[src/rtl/lpta_pkg.sv]
package lpta_pkg;

   typedef logic [1:0] lp_line_t;

   localparam lp_line_t LP_11 = 2'b11;
   localparam lp_line_t LP_10 = 2'b10;
   localparam lp_line_t LP_00 = 2'b00;
   localparam lp_line_t LP_01 = 2'b01;

   typedef enum logic [3:0] {
      ST_TX_IDLE,
      ST_REL11,
      ST_REL10,
      ST_REL00,
      ST_GO,
      ST_RX_IDLE,
      ST_SURE,
      ST_GET,
      ST_ACK10
   } lpta_state_e;

   function automatic lp_line_t drive_of(lpta_state_e s);
      case (s)
         ST_REL10, ST_ACK10:       return LP_10;
         ST_REL00, ST_GO, ST_GET:  return LP_00;
         default:                  return LP_11;
      endcase
   endfunction

endpackage

[src/rtl/lpta_span.sv]
module lpta_span #(
   parameter int LPX_W   = 8,
   parameter int LPX_MIN = 5,
   parameter int CW      = LPX_W + 3
) (
   input  logic [LPX_W-1:0] lpx_cyc,
   input  logic [LPX_W:0]   sure_cyc,
   input  logic [LPX_W-1:0] lpx_hold,
   output logic [LPX_W-1:0] lpx_eff,
   output logic [CW-1:0]    first_last,
   output logic [CW-1:0]    sure_last,
   output logic [CW-1:0]    unit_last,
   output logic [CW-1:0]    go_last,
   output logic [CW-1:0]    get_last
);
   localparam logic [LPX_W-1:0] FLOOR = LPX_W'(LPX_MIN);
   localparam logic [CW-1:0]    ONE   = CW'(1);

   logic [LPX_W:0] lo, hi, sure_eff;
   logic [CW-1:0]  hold_w;

   always_comb begin
      lpx_eff  = (lpx_cyc < FLOOR) ? FLOOR : lpx_cyc;
      lo       = {1'b0, lpx_eff};
      hi       = {lpx_eff, 1'b0};
      if (sure_cyc < lo)      sure_eff = lo;
      else if (sure_cyc > hi) sure_eff = hi;
      else                    sure_eff = sure_cyc;
      hold_w     = CW'(lpx_hold);
      first_last = CW'(lpx_eff) - ONE;
      sure_last  = CW'(sure_eff) - ONE;
      unit_last  = hold_w - ONE;
      go_last    = (hold_w << 2) - ONE;
      get_last   = (hold_w << 2) + hold_w - ONE;
   end

endmodule

[src/rtl/lpta_phase_cnt.sv]
module lpta_phase_cnt #(
   parameter int CW = 11
) (
   input  logic          clk,
   input  logic          rst_n,
   input  logic          load,
   input  logic [CW-1:0] load_val,
   output logic [CW-1:0] cnt,
   output logic          done
);
   always_ff @(posedge clk or negedge rst_n) begin
      if (!rst_n)             cnt <= '0;
      else if (load)          cnt <= load_val;
      else if (cnt != '0)     cnt <= cnt - CW'(1);
   end

   assign done = (cnt == '0);

endmodule

[src/rtl/lpta_fsm.sv]
module lpta_fsm
   import lpta_pkg::*;
#(
   parameter int LPX_W   = 8,
   parameter int LPX_MIN = 5,
   parameter int CW      = LPX_W + 3,
   parameter bit INIT_TX = 1'b1
) (
   input  logic             clk,
   input  logic             rst_n,
   input  logic             ta_req,
   input  lp_line_t         line_in,
   input  logic [LPX_W-1:0] lpx_eff,
   input  logic [CW-1:0]    first_last,
   input  logic [CW-1:0]    sure_last,
   input  logic [CW-1:0]    unit_last,
   input  logic [CW-1:0]    go_last,
   input  logic [CW-1:0]    get_last,
   input  logic [CW-1:0]    cnt_val,
   input  logic             cnt_done,
   output logic             cnt_load,
   output logic [CW-1:0]    cnt_lval,
   output logic [LPX_W-1:0] lpx_hold,
   output lp_line_t         line_out,
   output logic             line_oe,
   output logic             is_tx,
   output logic             err_pulse
);
   localparam lpta_state_e RESET_ST = INIT_TX ? ST_TX_IDLE : ST_RX_IDLE;

   lpta_state_e st, st_nxt;
   logic        cap, err_nxt;

   always_comb begin
      st_nxt   = st;
      cnt_load = 1'b0;
      cnt_lval = '0;
      cap      = 1'b0;
      err_nxt  = 1'b0;
      case (st)
         ST_TX_IDLE: if (ta_req) begin
            st_nxt = ST_REL11; cnt_load = 1'b1; cnt_lval = first_last; cap = 1'b1;
         end
         ST_REL11: if (cnt_done) begin
            st_nxt = ST_REL10; cnt_load = 1'b1; cnt_lval = unit_last;
         end
         ST_REL10: if (cnt_done) begin
            st_nxt = ST_REL00; cnt_load = 1'b1; cnt_lval = unit_last;
         end
         ST_REL00: if (cnt_done) begin
            st_nxt = ST_GO; cnt_load = 1'b1; cnt_lval = go_last;
         end
         ST_GO: if (cnt_done) st_nxt = ST_RX_IDLE;
         ST_RX_IDLE: begin
            if (line_in == LP_10) begin
               st_nxt = ST_SURE; cnt_load = 1'b1; cnt_lval = sure_last; cap = 1'b1;
            end else if (line_in != LP_11) begin
               err_nxt = 1'b1;
            end
         end
         ST_SURE: begin
            if (line_in != LP_10 && line_in != LP_00) begin
               err_nxt = 1'b1; st_nxt = ST_RX_IDLE;
            end else if (cnt_done) begin
               st_nxt = ST_GET; cnt_load = 1'b1; cnt_lval = get_last;
            end
         end
         ST_GET: if (cnt_done) begin
            st_nxt = ST_ACK10; cnt_load = 1'b1; cnt_lval = unit_last;
         end
         ST_ACK10: if (cnt_done) st_nxt = ST_TX_IDLE;
         default: st_nxt = RESET_ST;
      endcase
   end

   always_ff @(posedge clk or negedge rst_n) begin
      if (!rst_n) begin
         st        <= RESET_ST;
         lpx_hold  <= LPX_W'(LPX_MIN);
         err_pulse <= 1'b0;
      end else begin
         st        <= st_nxt;
         err_pulse <= err_nxt;
         if (cap) lpx_hold <= lpx_eff;
      end
   end

   assign line_out = drive_of(st);
   assign line_oe  = (st != ST_RX_IDLE) && (st != ST_SURE);
   assign is_tx    = (st == ST_TX_IDLE) || (st == ST_REL11) || (st == ST_REL10) ||
                     (st == ST_REL00) || (st == ST_GO);

   assert_hold_floor_R4: assert property (@(posedge clk) disable iff (!rst_n)
      (st != ST_TX_IDLE && st != ST_RX_IDLE) |-> (lpx_hold >= LPX_W'(LPX_MIN)));

   assert_sure_window_R5: assert property (@(posedge clk) disable iff (!rst_n)
      (st == ST_SURE) |-> (cnt_val < (CW'(lpx_hold) << 1)));

   assert_bridge_release_R3: assert property (@(posedge clk) disable iff (!rst_n)
      $fell(line_oe) |-> ($past(line_out) == LP_00 && !is_tx));

   assert_flag_flip_R7: assert property (@(posedge clk) disable iff (!rst_n)
      $rose(is_tx) |-> ($past(line_out) == LP_10 && line_out == LP_11 && line_oe));

   assert_err_in_rx_R8: assert property (@(posedge clk) disable iff (!rst_n)
      err_pulse |-> (!line_oe && !is_tx));

   assert_no_01_drive_R2: assert property (@(posedge clk) disable iff (!rst_n)
      line_oe |-> (line_out != LP_01));

   assert_req_ignored_R10: assert property (@(posedge clk) disable iff (!rst_n)
      (!line_oe && ta_req && line_in == LP_11) |=> (!line_oe && !is_tx));

endmodule

[src/rtl/lp_turnaround.sv]
module lp_turnaround
   import lpta_pkg::*;
#(
   parameter int LPX_W   = 8,
   parameter int CLK_PS  = 10000,
   parameter bit INIT_TX = 1'b1
) (
   input  logic             clk,
   input  logic             rst_n,
   input  logic             ta_req,
   input  logic [1:0]       line_in,
   input  logic [LPX_W-1:0] lpx_cyc,
   input  logic [LPX_W:0]   sure_cyc,
   output logic [1:0]       line_out,
   output logic             line_oe,
   output logic             is_tx,
   output logic             err_pulse
);
   localparam int LPX_MIN = (50000 + CLK_PS - 1) / CLK_PS;
   localparam int CW      = LPX_W + 3;

   initial begin
      assert (LPX_W >= 3) else $error("lp_turnaround: LPX_W must be at least 3");
      assert (CLK_PS > 0) else $error("lp_turnaround: CLK_PS must be positive");
      assert (LPX_MIN < (1 << LPX_W)) else $error("lp_turnaround: LPX floor does not fit LPX_W");
   end

   logic [LPX_W-1:0] lpx_eff, lpx_hold;
   logic [CW-1:0]    first_last, sure_last, unit_last, go_last, get_last;
   logic [CW-1:0]    cnt_val, cnt_lval;
   logic             cnt_done, cnt_load;

   lpta_span #(.LPX_W(LPX_W), .LPX_MIN(LPX_MIN), .CW(CW)) u_span (
      .lpx_cyc    (lpx_cyc),
      .sure_cyc   (sure_cyc),
      .lpx_hold   (lpx_hold),
      .lpx_eff    (lpx_eff),
      .first_last (first_last),
      .sure_last  (sure_last),
      .unit_last  (unit_last),
      .go_last    (go_last),
      .get_last   (get_last)
   );

   lpta_phase_cnt #(.CW(CW)) u_cnt (
      .clk      (clk),
      .rst_n    (rst_n),
      .load     (cnt_load),
      .load_val (cnt_lval),
      .cnt      (cnt_val),
      .done     (cnt_done)
   );

   lpta_fsm #(.LPX_W(LPX_W), .LPX_MIN(LPX_MIN), .CW(CW), .INIT_TX(INIT_TX)) u_fsm (
      .clk        (clk),
      .rst_n      (rst_n),
      .ta_req     (ta_req),
      .line_in    (line_in),
      .lpx_eff    (lpx_eff),
      .first_last (first_last),
      .sure_last  (sure_last),
      .unit_last  (unit_last),
      .go_last    (go_last),
      .get_last   (get_last),
      .cnt_val    (cnt_val),
      .cnt_done   (cnt_done),
      .cnt_load   (cnt_load),
      .cnt_lval   (cnt_lval),
      .lpx_hold   (lpx_hold),
      .line_out   (line_out),
      .line_oe    (line_oe),
      .is_tx      (is_tx),
      .err_pulse  (err_pulse)
   );

endmodule

[config.mk]
export PLATFORM = sky130hd
export DESIGN_NAME = lp_turnaround
export DESIGN_NICKNAME = d
export VERILOG_FILES = /design/src/rtl/lpta_pkg.sv /design/src/rtl/lpta_span.sv /design/src/rtl/lpta_phase_cnt.sv /design/src/rtl/lpta_fsm.sv /design/src/rtl/lp_turnaround.sv
export SDC_FILE = /design/constraint.sdc
export NUM_CORES = 1
export LEC_CHECK = 0
export ABC_AREA = 1
export CAP_MARGIN = 15
export CORE_MARGIN = 2
export CORE_UTILIZATION = 35
export CTS_BUF_LIST = sky130_fd_sc_hd__clkbuf_2 sky130_fd_sc_hd__clkbuf_4 sky130_fd_sc_hd__clkbuf_8
export DETAILED_ROUTE_END_ITERATION = 8
export DONT_BUFFER_PORTS = 1
export SLEW_MARGIN = 10
export SYNTH_ARGS = -nofsm -noshare
export SYNTH_HDL_FRONTEND = slang
export SYNTH_HIERARCHICAL = 1
export SYNTH_SLANG_ARGS = --single-unit
[constraint.sdc]
create_clock -name clk -period 3.7 [get_ports clk]
set_clock_uncertainty 0.15 [all_clocks]
set_input_delay 0.37 -clock clk [delete_from_list [all_inputs] [get_ports clk]]
set_output_delay 0.37 -clock clk [all_outputs]
set_load 0.01 [all_outputs]
**Yosys cells after proc, flatten, opt, wreduce, memory -nomap -nowiden**

Index checks and enable logic that the tools add are counted.

- Muxes and demuxes: 34
- $lt $le $gt $ge: 3
- Equality and inequality tests: 22
- Add/sub/neg operators: 7
- Reductions and logical operators: 16

Operators with widths:

| operator | number |
|---|---|
| $mux 11 | 8 |
| $pmux 11 s5 | 1 |
| $mux 4 | 10 |
| $pmux 4 s9 | 1 |
| $sub 11x1->11 const B | 2 |
| $mux 9 | 2 |
| $ne 2x2->1 const B | 9 |
| $sub 8x1->9 const B | 2 |
| $eq 4x3->1 const B | 4 |
| $add 10x8->11 | 1 |
| $logic_not 11->1 | 1 |
| $reduce_bool 11->1 | 1 |
| $sub 10x1->11 const B | 1 |
| $sub 9x1->10 const B | 1 |
| $gt 9x9->1 | 1 |
| $lt 9x8->1 | 1 |
| $reduce_and 9->1 | 1 |
| $eq 4x2->1 const B | 2 |
| $lt 8x3->1 const B | 1 |
| $mux 8 | 1 |
| $ne 4x3->1 const B | 2 |
| $mux 1 | 7 |
| $reduce_or 3->1 | 2 |
| $eq 4x1->1 const B | 1 |
| 13 further kinds | 19 |

- Bits in registers: 24
- Output and inout port bits: 5
- Logic and storage cells: 86

**Longest topological paths before layout**

- Word-level depth: 9
- Depth in mapped cells: 30
- Gate-level depth less buffers: 30

**By module**

The synthesis kept the hierarchy.

Modules (own cells, without submodules):

| module | seq. area each (sq um) | times used | cells each | area an instance (sq um) |
|---|---|---|---|---|
| lpta_span | 0.0 | 1 | 290 | 1780.5 |
| lpta_fsm | 327.8 | 1 | 209 | 1216.2 |
| lpta_phase_cnt | 275.3 | 1 | 109 | 754.5 |

**Least setup slack after synthesis**

OpenSTA, ideal clock, no wires.

- Path type: input to register
- From: input lpx_cyc[0]
- To: register u_cnt.cnt[8]
- Data arrival time: 3278 ps
- Stages on the path: 27
- Required time: 3436 ps
- Setup slack: 158 ps
- Path buffers: 0
- Cells stage by stage: inv_1 > nand2_1 > nand2_1 > nand3_4 > inv_1 > nor2_1 > inv_1 > ha_1 > nand2_1 > nor3_1 > nand4_4 > nand2_2 > nand2_1 > nand3_1 > nand2_1 > inv_1 > ha_1 > nand3_1 > nor2_2 > nand3_1 > nand2_1 > nand2_1 > a21oi_1 > nand4_1 > or2_2 > nand2_1 > nor2_2

- Cells in the longest elaborated chain, start to end: 9
- Elaborated cells on any way between the ends: 12

RTL lines:

| item | RTL line | text |
|---|---|---|
| start: declaration | lp_turnaround.sv:12 | `input logic [LPX_W-1:0] lpx_cyc,` |
| $lt 8x3->1 (*) | lpta_span.sv:23 | `lpx_eff = (lpx_cyc < FLOOR) ? FLOOR : lpx_cyc;` |
| $mux 8 (*) | lpta_span.sv:23 |  |
| via lpx_eff[1] | lp_turnaround.sv:28 | `logic [LPX_W-1:0] lpx_eff, lpx_hold;` |
| $gt 9x9->1 | lpta_span.sv:27 | `else if (sure_cyc > hi) sure_eff = hi;` |
| $mux 9 | lpta_span.sv:27 |  |
| $mux 9 (*) | lpta_span.sv:26 | `if (sure_cyc < lo) sure_eff = lo;` |
| $sub 9x1->10 (*) | lpta_span.sv:31 | `sure_last = CW'(sure_eff) - ONE;` |
| via sure_last[8] | lp_turnaround.sv:29 | `logic [CW-1:0] first_last, sure_last, unit_last, go_last, get_last;` |
| $mux 11 (*) | lpta_fsm.sv:55 | `if (line_in == LP_10) begin` |
| $pmux 11 s5 (*) | lpta_fsm.sv:40 | `case (st)` |
| via cnt_lval[8] | lp_turnaround.sv:30 | `logic [CW-1:0] cnt_val, cnt_lval;` |
| $mux 11 (*) | lpta_phase_cnt.sv:13 | `else if (load) cnt <= load_val;` |
| end signal: assignment | lpta_phase_cnt.sv:13 |  |
| end signal: assignment | lpta_phase_cnt.sv:14 | `else if (cnt != '0) cnt <= cnt - CW'(1);` |
| end: declaration | lpta_phase_cnt.sv:8 | `output logic [CW-1:0] cnt,` |

The timed path passes the listed nets; every way through them passes the cells marked *.
A chain may end at the register's enable or synchronous reset.

**Worst setup path in the final report**

Same ends and word-level chain as after synthesis.

==> impl_results.md <==
* Crit share post-route at 0.905
* Leakage at approximately 2 nW
* Cell Area, Synth at ~3800 um2
* Via count at 3567
* FF+latch area at ~600 um2
* Die H at 108 um
* Max capacitance violation total at 0
* Post-synthesis cell type count at 37
* Final cell area excluding filler cells at 3870 um2
* Critical Path Source Type: input port
* Pin count of the biggest net entering global routing at 25
* P&R area growth vs syn at 3.30%
* Status: complete, no violations
* Hold depth at 2
* Final Slew Violations at 0
* Tot GR Track Use at 0.168
* First-pass GRT wire length at between 15000 and 20000 um
* Post-DP Area at 3760 um2
* I/O Pins at 27
* Crit path capture type: flop
* Fill cells at 1178
* Asr flop ratio synth at 1.00
* R2R cell count at 14
* Crit path kind: in2reg
* Layout cell share with drive strength beyond 1 at 0.124
* Hold Startpoint: lpx_cyc[4]
* Worst Path Required at between 3 and 4 ns
* CTS tree: yes
* Yosys top cell by area: nand2_1
* Worst rel slew slack at 0.661
* Crit path DAT at about 3.4 ns
* Fmax at 0.299 GHz
* VDD IR max at roughly 0.00040 V
* Worst skew pair latency at roughly 0.28 ns
* Post-Synthesis Cells at between 600 and 700
* Top_reg_cell synth: dfrtp_1
* Root buffer cell: clkbuf_8
* Synth Area in Compound Gates at 0.0771
* Total CTS buffers at 3
* Most frequent cell after synthesis: nand2_1
* Warnings from Yosys at 6
* Simple-gate area share of the yosys netlist at 0.438
* Register area share after synthesis at 0.161
* Largest buffer count on any clock path at 2
* Final Hold Violating Endpoints at 0
* Number of global-route vias before repair at about 3.4k
* Antenna Cells at 0
* Mapped Avg Cell Area at 6.17 um2
* #FFs+latches synth at 24
* Synth top area share at 0.159
* R2r setup slk at 0.51 ns
* Area of the die at around 12000 um2
* Clock Sinks at 24
* Most common library cells after synthesis: nand2_1 (159), inv_1 (81), nand3_1 (65)
* Worst-case hold slack at about 0.047 ns
* Post-synth EDFFs at 0
* Proportion of synthesized area in mux cells at 0
* Reg2reg end: u_cnt/cnt[7]$_DFFE_PN0P_
* Main area contributors after synthesis: nand2_1 (16%), dfrtp_1 (15%), ha_1 (11%), nand3_1 (8.7%), inv_1 (8.1%)
* Post-Synth XOR/XNOR Area at 0.0490
* Setup violators final at 0
* Multi-input logic area at ~2600 um2
* Avg Vias per Cell at just under 5
* Final net count at approximately 650
* Placer congestion estimate at just under 0.9
* Hold Crit Class: in2reg
* Worst Tran Pin Value at approximately 0.50 ns
* FF-to-FF Start: u_cnt/cnt[0]$_DFFE_PN0P_
* Core area at just over 10000 um2
* Drt drc at 0
* Drt total wl at around 9300 um
* Hold EP: u_fsm/lpx_hold[4]$_DFFE_PN0P_
* Power Density at 714 nW/um2
* Initial antenna violation count at 0
* Place WS at between 0.06 and 0.07 ns
* Port buffer count at 0
* WL/cell at about 13 um
* CTS clk-pin slew, worst paths at ~0.09 ns
* Htree depth at 1
* Critical path's slowest cell: ha_1
* Worst path max stage delay at just under 0.3 ns
* Fin crit period at between 3 and 4 ns
* Largest family of logic cells by synthesized area: simple AND/OR/NAND/NOR gates
* Worst setup margin at around 0.35 ns
* Cell Rows at 37
* Gr ovfl total at 0
* DRT antenna net count at 0
* Starting Density at 0.362
* CP Max Fanout at 7
* Drt initial violations at roughly 230
* Final Power at ~2.8 mW
* Fraction of the mapped netlist area in adder cells at 0.115
* First-pass iteration count of the detailed router at 5
* DP HPWL at around 7600 um
* Die X at 108 um
* Top cell by count, worst path: nand2_1
## critical path, delay by kind of cell
family	cells	cell delay, ns
fa+ha+maj	2	0.45
compound gates	2	0.31
simple gates	22	2.03
buf+inv	4	0.19
## power breakdown
part	switching [mW]	internal [mW]	total, mW
clock	0.0979	0.145	0.243
combinational	1.28	0.728	2.00
sequential	0.128	0.391	0.519
total	1.50	1.26	2.77
## what timing repair did
item | CTS | global route
setup buffers | 0 | 1
endpoints found under the hold margin | 24 | 0
hold buffers | 2 | 0
gates resized for setup | 0 | 1
endpoints found under the setup margin | 0 | 1
## metrics by stage
| step | utilization | TNS (ns) | std cells |
|---|---|---|---|
| after global routing | 0.374 | -0.0000253 | 726 |
| after CTS | 0.372 | 0 | 725 |
| after global placement | 0.363 | 0 | 719 |
| final | 0.374 | 0 | 726 |
| after floorplan | - | 0 | 611 |
| after detailed placement | 0.363 | 0 | 719 |
## layout make-up
cell class,instances,area share
inverter,92,0.0891
timing repair buffer,12,0.0271
multi-input combinational,458,0.666
sequential,24,0.156
tap,136,0.0439
clock buffer,3,0.0107
clock inverter,1,0.00775
## cells by family after synthesis
kind of cell / Yosys count
AO/OA/AOI/OAI: 53
buffers and inverters: 129
other: 2
AND/OR/NAND/NOR: 345
adder cells (fa/ha/maj): 34
XOR/XNOR: 21
flip-flops: 24
## metal layers
layer	share of wire	track usage	routed length, um
met1	0.47	0.220	4340
met2	0.48	0.293	4470
met3	0.041	0.0260	377
met4	0.0098	0.0275	91
met5	0	0	0
## cell usage in the layout (no fill, tap or decap), types with 8 or more instances in the layout
| master | instances |
|---|---|
| buf_4 | 10 |
| nor2_2 | 10 |
| xor2_1 | 18 |
| dfrtp_1 | 22 |
| inv_2 | 11 |
| nand4_1 | 17 |
| nand2_2 | 8 |
| nand3_1 | 65 |
| nand3_2 | 8 |
| a21oi_1 | 24 |
| nor2_1 | 55 |
| o21ai_0 | 14 |
| ha_1 | 33 |
| nand2_1 | 159 |
| inv_1 | 81 |
## sequential cells by signal (all words and copies together), names as in the netlist
register         count
u_fsm/lpx_hold       8
u_cnt/cnt           11
u_fsm/st             4
u_fsm/err_pulse      1
## worst max path at each step
stage / end / cells past startpoint / start / slack [ns]
detailed placement: u_cnt/cnt[8]$_DFFE_PN0P_ / 30 / lpx_cyc[0] / 0.07
finish: u_cnt/cnt[8]$_DFFE_PN0P_ / 30 / lpx_cyc[0] / 0.35
global route: u_cnt/cnt[8]$_DFFE_PN0P_ / 30 / lpx_cyc[0] / -0.00003
CTS: u_cnt/cnt[8]$_DFFE_PN0P_ / 30 / lpx_cyc[0] / 0.36
floorplan: u_cnt/cnt[8]$_DFFE_PN0P_ / 27 / lpx_cyc[0] / 0.16
global placement: u_cnt/cnt[8]$_DFFE_PN0P_ / 30 / lpx_cyc[0] / 0.14
No activity file was read; power rests on OpenSTA's default activity.
